$ cat src/rtl/regchk_pkg.sv
package regchk_pkg;

  localparam int TBL_DEPTH = 15;

  typedef enum logic [1:0] {
    ERR_RO_ZERO = 2'd0,
    ERR_RO_ONE  = 2'd1,
    ERR_RW_CLR  = 2'd2,
    ERR_RW_SET  = 2'd3
  } err_e;

  typedef enum logic [1:0] {
    PH_ORIG = 2'd0,
    PH_ZERO = 2'd1,
    PH_ONE  = 2'd2
  } phase_e;

  typedef struct packed {
    logic [7:0]  off;
    logic [15:0] ro;
    logic [15:0] rw;
  } entry_t;

  function automatic entry_t table_entry(input int idx);
    entry_t e;
    case (idx)
      0:  e = '{8'h00, 16'h0000, 16'h7180};
      1:  e = '{8'h02, 16'hffff, 16'h0000};
      2:  e = '{8'h03, 16'hffff, 16'h0000};
      3:  e = '{8'h04, 16'h0000, 16'hffff};
      4:  e = '{8'h05, 16'hefff, 16'h0000};
      5:  e = '{8'h06, 16'h0001, 16'h0000};
      6:  e = '{8'h07, 16'h0800, 16'hb7ff};
      7:  e = '{8'h08, 16'hffff, 16'h0000};
      8:  e = '{8'h09, 16'h0000, 16'hff00};
      9:  e = '{8'h0a, 16'h7c00, 16'h0000};
      10: e = '{8'h10, 16'h0000, 16'hffbf};
      11: e = '{8'h11, 16'h3300, 16'h0000};
      12: e = '{8'h19, 16'h001f, 16'h0000};
      13: e = '{8'h1e, 16'h0000, 16'hffff};
      14: e = '{8'h1f, 16'h0000, 16'hffff};
      default: e = '0;
    endcase
    return e;
  endfunction

endpackage

$ cat src/rtl/regchk_rom.sv
module regchk_rom #(
  parameter int ADDR_W = 8,
  parameter int DATA_W = 16,
  parameter int IDX_W  = 4
) (
  input  logic [IDX_W-1:0]  idx,
  output logic [ADDR_W-1:0] off,
  output logic [DATA_W-1:0] ro_mask,
  output logic [DATA_W-1:0] rw_mask
);
  regchk_pkg::entry_t ent;

  always_comb begin
    ent     = regchk_pkg::table_entry(int'(idx));
    off     = ADDR_W'(ent.off);
    ro_mask = DATA_W'(ent.ro);
    rw_mask = DATA_W'(ent.rw);
  end
endmodule

$ cat src/rtl/regchk_rdwait.sv
module regchk_rdwait #(
  parameter int RD_LAT = 2
) (
  input  logic clk,
  input  logic rst_n,
  input  logic issue,
  output logic land
);
  logic [RD_LAT-1:0] inflight;

  generate
    if (RD_LAT == 1) begin : g_single
      always_ff @(posedge clk) begin
        if (!rst_n) inflight <= '0;
        else        inflight <= issue;
      end
    end else begin : g_shift
      always_ff @(posedge clk) begin
        if (!rst_n) inflight <= '0;
        else        inflight <= {inflight[RD_LAT-2:0], issue};
      end
    end
  endgenerate

  assign land = inflight[RD_LAT-1];

  // a new strobe never overlaps a read still in flight
  p_one_read_r3: assert property (@(posedge clk) disable iff (!rst_n)
    issue |-> (inflight == '0));
endmodule

$ cat src/rtl/regchk_judge.sv
module regchk_judge #(
  parameter int DATA_W = 16,
  parameter int BIT_W  = 4
) (
  input  logic [DATA_W-1:0] rdata,
  input  logic [DATA_W-1:0] orig,
  input  logic [DATA_W-1:0] ro_mask,
  input  logic [DATA_W-1:0] rw_mask,
  input  logic              ones_phase,
  output logic              err,
  output logic [1:0]        code,
  output logic [BIT_W-1:0]  bitn
);
  import regchk_pkg::*;

  logic [DATA_W-1:0] ro_bad, rw_bad, vec;

  always_comb begin
    ro_bad = (rdata ^ orig) & ro_mask;
    rw_bad = ones_phase ? (~rdata & rw_mask) : (rdata & rw_mask);
    if (|ro_bad) begin
      vec  = ro_bad;
      code = ones_phase ? ERR_RO_ONE : ERR_RO_ZERO;
    end else begin
      vec  = rw_bad;
      code = ones_phase ? ERR_RW_SET : ERR_RW_CLR;
    end
    err  = |vec;
    bitn = '0;
    for (int i = DATA_W - 1; i >= 0; i--)
      if (vec[i]) bitn = BIT_W'(i);
  end
endmodule

$ cat src/rtl/regchk_top.sv
module regchk_top #(
  parameter int ADDR_W    = 8,
  parameter int DATA_W    = 16,
  parameter int N_ENTRIES = 15,
  parameter int RD_LAT    = 2,
  localparam int BIT_W    = $clog2(DATA_W),
  localparam int IDX_W    = (N_ENTRIES > 1) ? $clog2(N_ENTRIES) : 1
) (
  input  logic              clk,
  input  logic              rst_n,
  input  logic              start,
  output logic [ADDR_W-1:0] bus_addr,
  output logic [DATA_W-1:0] bus_wdata,
  output logic              bus_we,
  output logic              bus_re,
  input  logic [DATA_W-1:0] bus_rdata,
  output logic              busy,
  output logic              done,
  output logic              pass,
  output logic [ADDR_W-1:0] fail_offset,
  output logic [BIT_W-1:0]  fail_bit,
  output logic [1:0]        fail_code
);
  import regchk_pkg::*;

  typedef enum logic [2:0] {
    S_IDLE, S_READ, S_WAIT, S_WRITE, S_RESTORE
  } state_e;

  state_e            state;
  phase_e            phase;
  logic [IDX_W-1:0]  idx;
  logic [DATA_W-1:0] orig;
  logic              failed;

  logic [ADDR_W-1:0] ent_off;
  logic [DATA_W-1:0] ent_ro, ent_rw;
  logic              land;
  logic              ev_err;
  logic [1:0]        ev_code;
  logic [BIT_W-1:0]  ev_bit;

  regchk_rom #(.ADDR_W(ADDR_W), .DATA_W(DATA_W), .IDX_W(IDX_W)) u_rom (
    .idx(idx), .off(ent_off), .ro_mask(ent_ro), .rw_mask(ent_rw)
  );

  regchk_rdwait #(.RD_LAT(RD_LAT)) u_wait (
    .clk(clk), .rst_n(rst_n), .issue(bus_re), .land(land)
  );

  regchk_judge #(.DATA_W(DATA_W), .BIT_W(BIT_W)) u_judge (
    .rdata(bus_rdata), .orig(orig), .ro_mask(ent_ro), .rw_mask(ent_rw),
    .ones_phase(phase == PH_ONE), .err(ev_err), .code(ev_code), .bitn(ev_bit)
  );

  always_comb begin
    bus_addr  = ent_off;
    bus_re    = (state == S_READ);
    bus_we    = (state == S_WRITE) || (state == S_RESTORE);
    if (state == S_RESTORE)  bus_wdata = orig;
    else if (phase == PH_ONE) bus_wdata = '1;
    else                      bus_wdata = '0;
    busy      = (state != S_IDLE);
  end

  always_ff @(posedge clk) begin
    if (!rst_n) begin
      state       <= S_IDLE;
      phase       <= PH_ORIG;
      idx         <= '0;
      orig        <= '0;
      failed      <= 1'b0;
      done        <= 1'b0;
      pass        <= 1'b0;
      fail_offset <= '0;
      fail_bit    <= '0;
      fail_code   <= '0;
    end else begin
      case (state)
        S_IDLE: if (start) begin
          idx         <= '0;
          phase       <= PH_ORIG;
          failed      <= 1'b0;
          done        <= 1'b0;
          pass        <= 1'b0;
          fail_offset <= '0;
          fail_bit    <= '0;
          fail_code   <= '0;
          state       <= S_READ;
        end
        S_READ:  state <= S_WAIT;
        S_WAIT: if (land) begin
          if (phase == PH_ORIG) begin
            orig  <= bus_rdata;
            phase <= PH_ZERO;
            state <= S_WRITE;
          end else if (ev_err) begin
            failed      <= 1'b1;
            fail_offset <= ent_off;
            fail_bit    <= ev_bit;
            fail_code   <= ev_code;
            state       <= S_RESTORE;
          end else if (phase == PH_ZERO) begin
            phase <= PH_ONE;
            state <= S_WRITE;
          end else begin
            state <= S_RESTORE;
          end
        end
        S_WRITE: state <= S_READ;
        S_RESTORE: begin
          if (failed || idx == IDX_W'(N_ENTRIES - 1)) begin
            done  <= 1'b1;
            pass  <= !failed;
            state <= S_IDLE;
          end else begin
            idx   <= idx + 1'b1;
            phase <= PH_ORIG;
            state <= S_READ;
          end
        end
        default: state <= S_IDLE;
      endcase
    end
  end

  p_bus_excl_r2: assert property (@(posedge clk) disable iff (!rst_n)
    !(bus_we && bus_re));

  p_pass_done_r9: assert property (@(posedge clk) disable iff (!rst_n)
    pass |-> done);

  p_done_hold_r9: assert property (@(posedge clk) disable iff (!rst_n)
    (done && !start) |=> done);

  p_fail_stable_r8: assert property (@(posedge clk) disable iff (!rst_n)
    (done && $past(done)) |-> ($stable(fail_code) && $stable(fail_bit) && $stable(fail_offset)));

  p_restore_last_r7: assert property (@(posedge clk) disable iff (!rst_n)
    $rose(done) |-> $past(bus_we));

  p_idle_quiet_r10: assert property (@(posedge clk) disable iff (!rst_n)
    (done && !busy) |-> (!bus_we && !bus_re));
endmodule

$ cat config.mk
export PLATFORM = sky130hd
export DESIGN_NAME = regchk_top
export DESIGN_NICKNAME = d
export VERILOG_FILES = /design/src/rtl/regchk_pkg.sv /design/src/rtl/regchk_rom.sv /design/src/rtl/regchk_rdwait.sv /design/src/rtl/regchk_judge.sv /design/src/rtl/regchk_top.sv
export SDC_FILE = /design/constraint.sdc
export NUM_CORES = 1
export LEC_CHECK = 0
export ABC_AREA = 0
export ABC_CLOCK_PERIOD_IN_PS = 3950
export BUFFER_PORTS_ARGS = -buffer_cell sky130_fd_sc_hd__buf_2
export CORE_ASPECT_RATIO = 0.8
export CORE_MARGIN = 3
export CORE_UTILIZATION = 55
export CTS_CLUSTER_DIAMETER = 60
export DETAILED_ROUTE_END_ITERATION = 7
export PLACE_DENSITY_LB_ADDON = 0.1
export SYNTH_ARGS = -nofsm -noshare
export SYNTH_HDL_FRONTEND = slang
export SYNTH_SLANG_ARGS = --single-unit
$ cat constraint.sdc
create_clock -name clk -period 3.95 [get_ports clk]
set_input_delay 0.395 -clock clk [delete_from_list [all_inputs] [get_ports clk]]
set_output_delay 0.395 -clock clk [all_outputs]
set_load 0.02 [all_outputs]
==> results.md <==
- Hold_buf cts: 0
- Worst Reg2Reg Path Length in Cells: 9
- Post-synth top flop: dfxtp_1
- RSZ-0062 raised after global routing: no
- Final setup vio count: 0
- Die span in x: 101 um
- Synth Cell Area: 4000 um^2
- Ranking of synthesized cells by area: dfxtp_1 31%, nand2_1 8.0%, a21boi_0 4.7%, o21ai_0 4.0%, a31o_2 3.5%
- Pleak: 1.89 nW
- Post-CTS setup repair buffer count: 0
- Drt via density: approximately 6.3
- PortBufs: 55
- Flop pwr share: 33.1%
- HPWL after DPL: about 8600 um
- Layout cells sized above 1: between 20% and 30%
- Cells after Synth: roughly 520
- Clock Sinks: 61
- H-tree levels: 3
- Max Transition Viols Final: 0
- # rows: 27
- Critical Path Sink Type: register
- Max IR drop VDD: 366 uV
- Core area: 6960 um^2
- CP top delay family: compound AO/OA/AOI/OAI gates
- Final core occ: 65.2%
- Largest net degree at the start of global routing: 39
- MaxCap Viol Count: 0
- Rel. slew slack: 46.1%
- Number of synthesized register bits: 61
- Antenna violations before repair: 0
- DR pass1 iterations: 6
- Area growth syn-to-layout: 13.5%
- Number of synthesized flops with an enable pin: 0
- CTS buffer count: 9
- CTS max path bufs: 2
- Cell Pwr Density: 560 nW/um^2
- Clock share of power: roughly a quarter
- Die height: 82.3 um
- Die area: 8340 um^2
- Root Driver: clkbuf_8
- Share of the synthesized area in the top cell type: 30.5%
- Sequential area share after synthesis: 30.5%
- Total Routing Usage GR: between 20% and 30%
- Endpoints failing hold: 0
- WP buf/inv: 0
- Synth warnings: 0
- GR Overflow Total: 0
- Internal power: 1.42 mW
- Combinational fraction of design power: 40.8%
- Period minus WS final: 3.36 ns
- Synthesized area per cell: 7.75 um^2
- Layout Skew: 0.0128 ns
- Initial core utilization: 57.5%
- DRT Wirelength: 12,300 um
- Synth area leader: dfxtp_1
- CP max FO: 14
- Final worst path period share: between 80% and 90%
- Post-CTS Resized: 0
- DR WL/cell: roughly 19 um
- DR iter-0 viols: 348
- Post-synth ARST share: 0%
- Net switching power: 1.12 mW
- First-pass GRT wire length: about 19,000 um
- Hold path depth: 3
- Critical Path AT: 3.66 ns
- Nets: between 500 and 600
- Worst min path class: in2reg
- Clock-pin slew on the worst setup and hold paths: 0.08 ns
- Drt drc: 0
- CP Depth: 9
- Setup Crit Path Kind: reg2reg
- Worst path slowest cell: or2_1
- Max incr delay on CP: 0.61 ns
- Distinct cell type count after synthesis: 73
- Latest clock arrival within the worst-skew pair: ~0.36 ns
- Least-Margin Pin Slew: between 0.8 and 0.9 ns
- Total number of vias: 4,124
- Critical Path Source Type: register
- GPL Wtd Cong: approximately 0.99
- Vias in the first global route: 3,646
- CTS tree: yes
- Antenna cells: 0
- Req. time, crit path: ~4.2 ns
- Fin Setup TNS: 0 ns
- Switching part of the total power: 44.0%
- Status: complete, no violations
- Antenna Nets Post-Route: 0
- Reg2reg setup slack: 0.59 ns
- Max Freq: 298 MHz
- Critical Path, Cell by Cell: xor2_1 > a22oi_1 > nand4_1 > or2_1 > o211ai_1 > a211oi_1 > a2111oi_0 > mux2i_1 > nor2b_1
- Top-Level Pins: 62
-- cells by family (layout without fill, tap and decap cells) --
kind of cell    count (synthesis)  after routing  synth area share, %
other cells                     1              6               0.0938
compound gates                169            169                 29.7
fa+ha+maj                       8              8                 2.50
simple gates                  196            196                 24.2
mux                             2              2                0.594
xor+xnor                       25             25                 6.32
buf+inv                        54             99                 6.01
flops                          61             61                 30.5
-- layout by cell type (no fill, tap or decap), types with 4 or more instances in the layout --
master / synthesis / final
nand2_1: 85 / 85
dfxtp_1: 61 / 61
buf_2: 12 / 55
o21ai_0: 32 / 32
nor2_1: 31 / 31
a21boi_0: 25 / 25
a21oi_1: 21 / 21
nand3_1: 16 / 16
a31o_2: 16 / 16
inv_1: 15 / 15
xor2_1: 15 / 15
buf_4: 6 / 11
clkbuf_8: 0 / 10
nor3_1: 9 / 9
a211oi_1: 8 / 8
nand2b_1: 8 / 8
o22ai_1: 8 / 8
ha_1: 8 / 8
xnor2_1: 7 / 7
nor2b_1: 7 / 7
a31oi_1: 6 / 6
o31ai_1: 6 / 6
conb_1: 1 / 6
a22oi_1: 5 / 5
or3_1: 4 / 4
nor4_1: 4 / 4
a221oi_1: 4 / 4
or2_2: 4 / 4
o211ai_1: 4 / 4
o221ai_1: 4 / 4
a221o_1: 4 / 4
-- flip-flops by register name (all words and copies together), names as in the netlist --
name / cells
state: 3
fail_bit: 4
done: 1
fail_offset: 5
pass: 1
u_wait.inflight: 2
failed: 1
orig: 16
phase: 2
fail_code: 2
u_rom.ent: 20
idx: 4
-- tightest hold or removal path, cell delays in order --
cell      delay [ns]
buf_2           0.13
nand2_1         0.06
a21boi_0        0.06
-- Yosys cell counts (all sizes together) (7+ instances only) --
| cell type | number |
|---|---|
| o31ai | 7 |
| buf | 18 |
| a31oi | 7 |
| nand2b | 8 |
| xor2 | 17 |
| nor2 | 31 |
| inv | 16 |
| nand2 | 87 |
| nand3 | 16 |
| clkbuf | 19 |
| a211oi | 8 |
| o22ai | 8 |
| xnor2 | 8 |
| nor3 | 11 |
| ha | 8 |
| o21ai | 34 |
| a21oi | 21 |
| a31o | 17 |
| dfxtp | 61 |
| nor2b | 7 |
| a21boi | 26 |
-- power by group through the flow --
stage | clock [mW] | sequential, mW | combinational, mW
floorplan | 0 | 0.782 | 0.759
global placement | 0 | 0.848 | 0.985
detailed placement | 0 | 0.849 | 0.997
CTS | 0.671 | 0.836 | 1.01
global route | 0.697 | 0.853 | 1.13
finish | 0.665 | 0.841 | 1.04
-- through the flow --
stage          setup WS (ns)  hold slack [ns]  power [mW]  area [um^2]  std cells
4_1_cts                0.725            0.335        2.51         4540        653
2_1_floorplan          0.889            0.412        1.54         4020        521
3_5_place_dp           0.594            0.443        1.85         4310        637
6_report               0.590            0.338        2.54         4540        653
5_1_grt                0.424            0.355        2.68         4540        653
3_3_place_gp           0.652            0.416        1.83         4310        637
-- layer usage --
metal	up-vias	GRT usage [%]	share of wire (%)
li1	1943	-	-
met4	0	5.84	1.2
met2	234	45.3	42
met3	20	7.89	11
met1	1927	43.0	46
met5	-	0	0
-- final cells by class --
| class | count | area, um^2 |
|---|---|---|
| multi-input combinational | 406 | 2560 |
| fill | 643 | 2420 |
| sequential | 61 | 1220 |
| timing repair buffer | 66 | 358 |
| clock buffer | 10 | 138 |
| tap | 87 | 109 |
| clock inverter | 6 | 93.8 |
| inverter | 17 | 63.8 |
-- final timing paths --
| kind | end | from |
|---|---|---|
| worst max-delay path | fail_bit[2] | orig[11] |
| worst min-delay path | orig[11] | bus_rdata[11] |
| worst min register to register | u_wait.inflight[1] | u_wait.inflight[0] |
| worst max register to register | fail_bit[2] | orig[11] |
(Power assumes the default switching activity.)
